==> src/rtl/msd_pkg.sv <==
// Package: shared encodings for the paged address decoder.
// Assumes: a single core request per cycle, a 16-bit address and a 4-bit page.
package msd_pkg;
    typedef enum logic [1:0] {
        SP_PROG = 2'b00,
        SP_DATA = 2'b01,
        SP_IO   = 2'b10,
        SP_BAD  = 2'b11
    } space_e;

    typedef enum logic [2:0] {
        T_MMR   = 3'd0,
        T_SPAD  = 3'd1,
        T_DARAM = 3'd2,
        T_ROM   = 3'd3,
        T_XPROG = 3'd4,
        T_XDATA = 3'd5,
        T_XIO   = 3'd6
    } target_e;

    localparam int NUM_TGT = 7;

    // Bit positions in the processor-mode word that the decoder reads.
    localparam int MODE_MPMC_BIT = 6;
    localparam int MODE_OVLY_BIT = 5;
    localparam int MODE_DROM_BIT = 3;

    typedef struct packed {
        logic mpmc;
        logic ovly;
        logic drom;
    } mode_t;

    typedef struct packed {
        logic    hit;
        logic    err;
        target_e tgt;
    } decode_t;
endpackage

==> src/rtl/msd_page_reg.sv <==
// Module: program page register.
// Holds the upper bits of the program address. It loads on a write enable
// and resets to page 0.
// Assumes: synchronous active-low reset; a write is seen by accesses one
// cycle later.
module msd_page_reg #(
    parameter int PAGE_W = 4
) (
    input  logic              clk,
    input  logic              rst_n,
    input  logic              we,
    input  logic [PAGE_W-1:0] wdata,
    output logic [PAGE_W-1:0] page
);
    // Load the page on write; clear it on reset.
    always_ff @(posedge clk) begin
        if (!rst_n)   page <= '0;
        else if (we)  page <= wdata;
    end


    page_load_chk: assert property (@(posedge clk) disable iff (!rst_n)
        we |=> page == $past(wdata));

    page_hold_chk: assert property (@(posedge clk) disable iff (!rst_n)
        !we |=> $stable(page));
endmodule

==> src/rtl/msd_region.sv <==
// Module: region classifier.
// Maps a space, an address, the page and the mode bits to one target,
// or to an error.
// Assumes: the ROM sits at the top of the address range and the boundaries
// are ordered MMR_LAST < SPAD_LAST < ONCHIP_LAST < ROM_FIRST <= DROM_LAST.
module msd_region
    import msd_pkg::*;
#(
    parameter int ADDR_W = 16,
    parameter int PAGE_W = 4,
    parameter logic [ADDR_W-1:0] MMR_LAST    = 16'h005F,
    parameter logic [ADDR_W-1:0] SPAD_LAST   = 16'h007F,
    parameter logic [ADDR_W-1:0] ONCHIP_LAST = 16'h3FFF,
    parameter logic [ADDR_W-1:0] ROM_FIRST   = 16'hF000,
    parameter logic [ADDR_W-1:0] DROM_LAST   = 16'hFEFF
) (
    input  logic              valid,
    input  space_e            space,
    input  logic [ADDR_W-1:0] addr,
    input  logic [PAGE_W-1:0] page,
    input  mode_t             mode,
    output decode_t           dec
);
    logic page_zero;
    logic in_low;
    logic in_rom;

    // Address-range flags shared by the program and data decodes.
    always_comb begin
        page_zero = (page == '0);
        in_low    = (addr <= ONCHIP_LAST);
        in_rom    = (addr >= ROM_FIRST);
    end

    // Classify the request into a single target or an error.
    always_comb begin
        dec.hit = 1'b0;
        dec.err = 1'b0;
        dec.tgt = T_MMR;
        if (valid) begin
            case (space)
                SP_DATA: begin
                    dec.hit = 1'b1;
                    if (addr <= MMR_LAST)       dec.tgt = T_MMR;
                    else if (addr <= SPAD_LAST) dec.tgt = T_SPAD;
                    else if (in_low)            dec.tgt = T_DARAM;
                    else if (mode.drom && in_rom && addr <= DROM_LAST)
                                                dec.tgt = T_ROM;
                    else                        dec.tgt = T_XDATA;
                end
                SP_PROG: begin
                    if (in_low && mode.ovly) begin
                        if (addr <= SPAD_LAST) begin
                            dec.err = 1'b1;
                        end else begin
                            dec.hit = 1'b1;
                            dec.tgt = T_DARAM;
                        end
                    end else if (!in_low && in_rom && page_zero && !mode.mpmc) begin
                        dec.hit = 1'b1;
                        dec.tgt = T_ROM;
                    end else begin
                        dec.hit = 1'b1;
                        dec.tgt = T_XPROG;
                    end
                end
                SP_IO: begin
                    dec.hit = 1'b1;
                    dec.tgt = T_XIO;
                end
                default: dec.err = 1'b1;
            endcase
        end
    end
endmodule

==> src/rtl/msd_select_gen.sv <==
// Module: select and external-address generator.
// Expands a classified target into one-hot selects, forms the 20-bit
// external address and drives the external strobes.
// Assumes: dec.hit and dec.err are never both set.
module msd_select_gen
    import msd_pkg::*;
#(
    parameter int ADDR_W = 16,
    parameter int PAGE_W = 4,
    parameter int N_TGT  = NUM_TGT
) (
    input  decode_t                   dec,
    input  logic [ADDR_W-1:0]         addr,
    input  logic [PAGE_W-1:0]         page,
    output logic [N_TGT-1:0]          sel,
    output logic [ADDR_W+PAGE_W-1:0]  ext_addr,
    output logic                      xprog_stb,
    output logic                      xdata_stb,
    output logic                      xio_stb
);
    localparam int EXT_W = ADDR_W + PAGE_W;

    // One decoder line for each target index.
    for (genvar g = 0; g < N_TGT; g++) begin : g_sel
        localparam logic [2:0] IDX = 3'(g);
        assign sel[g] = dec.hit && (dec.tgt == IDX);
    end

    // Form the external address; the page applies to program space only.
    always_comb begin
        ext_addr = '0;
        if (dec.hit) begin
            case (dec.tgt)
                T_XPROG:        ext_addr = {page, addr};
                T_XDATA, T_XIO: ext_addr = EXT_W'(addr);
                default:        ext_addr = '0;
            endcase
        end
    end

    // Drive the external space strobes from their selects.
    always_comb begin
        xprog_stb = sel[T_XPROG];
        xdata_stb = sel[T_XDATA];
        xio_stb   = sel[T_XIO];
    end
endmodule

==> src/rtl/mem_space_decoder.sv <==
// Module: paged memory-space address decoder (top).
// Splits the mode word, holds the program page, classifies each request
// and drives one-hot selects, the error flag, the 20-bit external address
// and the strobes.
// Assumes: the request inputs are stable while they are sampled; the
// decode is combinational and only the page is registered.
module mem_space_decoder
    import msd_pkg::*;
#(
    parameter int ADDR_W = 16,
    parameter int PAGE_W = 4,
    parameter int MODE_W = 16
) (
    input  logic                     clk,
    input  logic                     rst_n,
    input  logic                     pg_we,
    input  logic [PAGE_W-1:0]        pg_wdata,
    input  logic [MODE_W-1:0]        pmode,
    input  logic                     acc_valid,
    input  logic [1:0]               acc_space,
    input  logic [ADDR_W-1:0]        acc_addr,
    output logic [NUM_TGT-1:0]       tgt_sel,
    output logic                     acc_err,
    output logic [ADDR_W+PAGE_W-1:0] ext_addr,
    output logic                     xprog_stb,
    output logic                     xdata_stb,
    output logic                     xio_stb
);
    logic [PAGE_W-1:0] page;
    mode_t             mode;
    decode_t           dec;

    // Pick the three steering bits out of the mode word.
    always_comb begin
        mode.mpmc = pmode[MODE_MPMC_BIT];
        mode.ovly = pmode[MODE_OVLY_BIT];
        mode.drom = pmode[MODE_DROM_BIT];
    end

    msd_page_reg #(.PAGE_W(PAGE_W)) u_page (
        .clk   (clk),
        .rst_n (rst_n),
        .we    (pg_we),
        .wdata (pg_wdata),
        .page  (page)
    );

    msd_region #(.ADDR_W(ADDR_W), .PAGE_W(PAGE_W)) u_region (
        .valid (acc_valid),
        .space (space_e'(acc_space)),
        .addr  (acc_addr),
        .page  (page),
        .mode  (mode),
        .dec   (dec)
    );

    msd_select_gen #(.ADDR_W(ADDR_W), .PAGE_W(PAGE_W)) u_sel (
        .dec       (dec),
        .addr      (acc_addr),
        .page      (page),
        .sel       (tgt_sel),
        .ext_addr  (ext_addr),
        .xprog_stb (xprog_stb),
        .xdata_stb (xdata_stb),
        .xio_stb   (xio_stb)
    );

    // Drive the error flag from the classifier.
    always_comb acc_err = dec.err;


    sel_onehot_chk: assert property (@(posedge clk) disable iff (!rst_n)
        $onehot0(tgt_sel));

    valid_one_chk: assert property (@(posedge clk) disable iff (!rst_n)
        (acc_valid && !acc_err) |-> $countones(tgt_sel) == 1);

    idle_quiet_chk: assert property (@(posedge clk) disable iff (!rst_n)
        !acc_valid |-> (tgt_sel == '0 && !acc_err));

    err_nosel_chk: assert property (@(posedge clk) disable iff (!rst_n)
        acc_err |-> tgt_sel == '0);

    io_strobe_chk: assert property (@(posedge clk) disable iff (!rst_n)
        (acc_valid && acc_space == 2'b10) |-> xio_stb);

    ext_upper_chk: assert property (@(posedge clk) disable iff (!rst_n)
        !xprog_stb |-> ext_addr[ADDR_W+PAGE_W-1:ADDR_W] == '0);

    rom_page_chk: assert property (@(posedge clk) disable iff (!rst_n)
        (tgt_sel[T_ROM] && acc_space == 2'b00) |-> (page == '0 && !pmode[MODE_MPMC_BIT]));
endmodule

==> config.mk <==
export PLATFORM = sky130hd
export DESIGN_NAME = mem_space_decoder
export DESIGN_NICKNAME = d
export VERILOG_FILES = /design/src/rtl/msd_pkg.sv /design/src/rtl/msd_page_reg.sv /design/src/rtl/msd_region.sv /design/src/rtl/msd_select_gen.sv /design/src/rtl/mem_space_decoder.sv
export SDC_FILE = /design/constraint.sdc
export NUM_CORES = 1
export LEC_CHECK = 0
export BUFFER_PORTS_ARGS = -buffer_cell sky130_fd_sc_hd__buf_4
export CAP_MARGIN = 20
export CORE_MARGIN = 1
export CORE_UTILIZATION = 35
export DETAILED_ROUTE_END_ITERATION = 12
export GPL_ROUTABILITY_DRIVEN = 0
export MAX_ROUTING_LAYER = met4
export PLACE_DENSITY = 0.79
export SLEW_MARGIN = 15
export SYNTH_ARGS = -nofsm -noshare
export SYNTH_HDL_FRONTEND = slang
export SYNTH_SLANG_ARGS = --single-unit
==> constraint.sdc <==
create_clock -name clk -period 2.29 [get_ports clk]
set_input_delay 0.1145 -clock clk [delete_from_list [all_inputs] [get_ports clk]]
set_output_delay 0.1145 -clock clk [all_outputs]
set_load 0.005 [all_outputs]
After elaboration in Yosys (flattened, before gate mapping)
Cells that the tools add are included.

cells by class
  magnitude comparators = 5
  eq/ne operators = 8
  multiplexer cells = 17
  reductions and logical operators = 20

operators by type and width
  kind                  number
  $pmux 20 s2           1
  $le 16x7->1 const B   2
  $mux 20               1
  $mux 3                6
  $ge 16x16->1 const B  1
  $le 16x14->1 const B  1
  $le 16x16->1 const B  1
  $logic_and 1x1->1     13
  $eq 3x3->1 const B    3
  $pmux 3 s3            1
  $eq 3x2->1 const B    2
  $mux 5                1
  $logic_not 4->1       1
  $mux 1                4
  $pmux 1 s2            2
  $reduce_or 2->1       2
  $eq 3x1->1 const B    1
  $logic_not 3->1       1
  $eq 2x1->1 const B    1
  $eq 2x2->1 const B    1
  $logic_not 1->1       2
  $logic_not 2->1       1
  $mux 2                1

storage, ports and cells
  bits in registers = 4
  bits of input ports = 42
  output and inout bits = 31
  logic and storage cells = 51

Logic depth before layout (Yosys ltp)
  depth in word-level cells = 13
  mapped depth = 8
  gate-level depth less buffers = 6

By module
Synthesis repeated with hierarchy kept, for this count alone.

second synthesis, totals
  cells, all modules = 87
  area total of the unflattened synthesis = 688.2 µm²

modules (own cells, without submodules)
  module          instances  cells an instance  area each (µm²)  seq. area each (µm²)
  msd_select_gen  1          39                 285.3            0.0
  msd_region      1          35                 246.5            0.0
  msd_page_reg    1          13                 156.4            80.1

Worst setup path before layout
Ideal clock, no wire load.

  path kind = reg-to-output
  from = register u_page.page[3]
  to = output tgt_sel[6]
  arrival = 1965 ps
  required time = 2176 ps
  setup slack = 210 ps
  stages on the path, launching flop included = 6
  buffers on the path = 1
  path through = dfxtp_1 -> or4_1 -> or4_1 -> and3_2 -> nor4b_2 -> buf_4

on the way
  longest elaborated chain between the ends = 9

ends and longest elaborated chain
  item                             line                     text
  start: declaration               msd_page_reg.sv:13       output logic [PAGE_W-1:0] page
  start signal: assignment         msd_page_reg.sv:18       else if (we) page <= wdata;
  $logic_not 4->1                  msd_region.sv:30         page_zero = (page == '0);
  $logic_and 1x1->1 (2 in series)  msd_region.sv:59         end else if (!in_low && in_rom && page_zero && !mode.mpmc) begin
  $mux 3                           msd_region.sv:59
  $mux 3                           msd_region.sv:52         if (in_low && mode.ovly) begin
  $pmux 3 s3                       msd_region.sv:41         case (space)
  $mux 5                           msd_region.sv:40         if (valid) begin
  $eq 3x3->1                       msd_select_gen.sv:26     assign sel[g] = dec.hit && (dec.tgt == IDX);
  $logic_and 1x1->1                msd_select_gen.sv:26
  end: declaration                 mem_space_decoder.sv:22  output logic [NUM_TGT-1:0] tgt_sel,

Every way passes these cells.

Worst setup path in the final report
  from = register u_page.page[3]
  to = output tgt_sel[3]

on the way
  longest elaborated chain between the ends = 9

ends and longest elaborated chain
  item                             line
  $logic_not 4->1                  msd_region.sv:30
  $logic_and 1x1->1 (2 in series)  msd_region.sv:59
  $mux 3                           msd_region.sv:59
  $mux 3                           msd_region.sv:52
  $pmux 3 s3                       msd_region.sv:41
  $mux 5                           msd_region.sv:40
  $eq 3x2->1                       msd_select_gen.sv:26
  $logic_and 1x1->1                msd_select_gen.sv:26

Every way passes these cells.

==> metrics.txt <==
status finished with violations; violated checks setup timing; Post-Syn Area just over 700 um^2; switching power approximately 0.13 mW; total number of vias 1001; clock buffer depth 2; Synth Area per Inst a little over 8 um^2; Most used DFF post-synth dfxtp_1; area of the multi-input gates approximately 660 um^2; final setup TNS -4.964 ps; CP Max Fanout 4; synth cell count leaders nor4b_1, nor4_1, nand2_1; FF/Latch Area 81.33 um^2; largest net degree at the start of global routing 28; Die ar. 0.002244 mm^2; share of cells above drive strength 1 a little under three fifths; PortBufs ~60; clk sink count 4; sequential element share of the synthesized area 11.11%; hold violation count in the final report 0; clock share of power about 24%; crit path launch type register; reg2reg path depth 2; final setup margin -4.964 ps; Setup Fix Bufs, Post-CTS 0; Final Non-Filler Cells 175; Worst Path Class, Setup register to primary output; vias in the first global route roughly 750; Top reg by flops u_page.page; Cell Int Power roughly 0.23 mW; Comb pwr share 54.1%; Total Wirelength approximately 2400 um; Cells after Synth between 80 and 90; Inst Count DP around 170; max cap viols 0; post-cts hold buffer count 0; Final min period 2295 ps; Filler cells between 150 and 200; chip height 47.38 um; core area 0.001942 mm^2; # DRC 0; Overflow after GRT 0; Initial Util a little under two fifths; Post-DP HPWL about 1800 um; max reg flops 4; WP data required approximately 2200 ps; synth warn 0; final setup fails 1; Clock Latency Late Sink approximately 230 ps; IO Count between 70 and 80; post-detailed-route count of antenna-violating nets 0; CTS root buffer clkbuf_4; diode count 0; Worst Tran Pin Value 714.2 ps; DRT iter0 DRCs 13; syn nets ~140; area delta synth->final 79.34%; final period utilization 100.2%; Max VDD drop approximately 0.25 mV; initial antenna violation count 0; CTS buffer count 3; routed vias/inst 5.720; register share of total power around 22%; Util after Layout 66.56%; TritonCTS clock tree done; first-pass GRT wire length 3146 um; Async SR Flop Fraction 0%; global-route usage over all layers 20.26%; Max Clk Rate 0.4357 GHz; htree depth 1; post-synth top area cell nor4b_1; Reg clk slew, reported paths 40 ps; Arr. time, crit path ~2200 ps; most common cell in the synthesized netlist nor4b_1; biggest regs u_page.page x4; Die Wd between 40 and 50 um; DR pass1 iterations 4; Synth Register Bits 4; synth top area cells nor4b_1, dfxtp_1, ha_1; hold depth 2; Max Clock Skew 0 ps; FP Rows 16; Hold WC Path Type primary input to register; Netlist cell types 33; leak pwr between 0.5 and 0.6 nW; Sw Share a little over a third; total power around 0.36 mW; pre-CTS setup slack between 100 and 150 ps; Nets about 200; Setup crit end kind primary output; Pwr per Cell Area between 200 and 300 mW/mm^2; RSZ-0062 raised after global routing true; DR WL/cell between 10 and 15 um; fin. max-slew vios 0; share of the synthesized area in the top cell type about 23%; Post-synth EDFFs 0; worst rel slew slack a little over half
==> per-stage QoR <==
step,cell area [um^2],hold slack [ps]
2_1_floorplan,720.7,242.7
6_report,1292,112.5
4_1_cts,1272,105.8
3_3_place_gp,1179,349.1
3_5_place_dp,1179,354.3
5_1_grt,1292,112.8
==> final timing paths <==
check / start / end / slack, ps
max: u_page.page[3]$_SDFFE_PN0P_ / tgt_sel[3] / -5
min: rst_n / u_page.page[3]$_SDFFE_PN0P_ / 110
max reg2reg: u_page.page[2]$_SDFFE_PN0P_ / u_page.page[2]$_SDFFE_PN0P_ / 1660
min reg2reg: u_page.page[3]$_SDFFE_PN0P_ / u_page.page[3]$_SDFFE_PN0P_ / 530
==> power by group through the flow <==
stage	sequential [mW]	clock, mW	combinational [mW]
final	0.0783	0.0872	0.195
after global placement	0.0786	0	0.166
after detailed placement	0.0786	0	0.171
after floorplan	0.0775	0	0.0894
after global routing	0.0790	0.0994	0.211
after CTS	0.0782	0.0918	0.189
==> routing by layer <==
layer,share of wire (%),global-route usage (%)
met1,43,23.01
met2,48,35.62
met3,8.1,3.077
met4,0,6.857
met5,0,-
==> logic make-up after synthesis <==
logic type / after synthesis / share of synthesized area (%)
AOI/OAI and AO/OA: 12 / 13.72
adders and majority gates: 4 / 6.945
buffers and inverters: 11 / 8.332
DFF: 4 / 11.11
muxes: 4 / 5.556
and+or+nand+nor: 54 / 54.34
==> layout by cell type, fill, tap and decap left out, types with 2 or more instances in the layout <==
cell type | netlist | routed
o21ai_0 | 2 | 2
nor2b_1 | 5 | 5
nor4b_1 | 19 | 18
nor4b_4 | 0 | 2
ha_1 | 4 | 4
buf_4 | 4 | 63
dfxtp_1 | 4 | 3
inv_1 | 3 | 3
a31oi_1 | 2 | 2
or4_4 | 0 | 2
nand4_1 | 3 | 3
nand2_1 | 6 | 6
nor4_1 | 7 | 5
clkbuf_4 | 0 | 3
mux2i_1 | 4 | 4
==> cell type report <==
cell class	instances	share of cell area, %
multi-input combinational	74	51.02
timing repair buffer	64	37.46
sequential	4	6.292
tap	27	2.614
clock buffer	3	1.742
inverter	3	0.8712
==> worst max-delay path: stages (launching register included) <==
cell	delay (ps)
dfxtp_2	320
or4_4	530
or3_4	340
a211o_4	380
nor4b_2	220
buf_4	150
==> timing repair <==
action,CTS,global route
cloned,0,0
pin swaps,4,0
gates resized for setup,12,1
setup endpoints to repair,14,8
(Power assumes the default switching activity.)
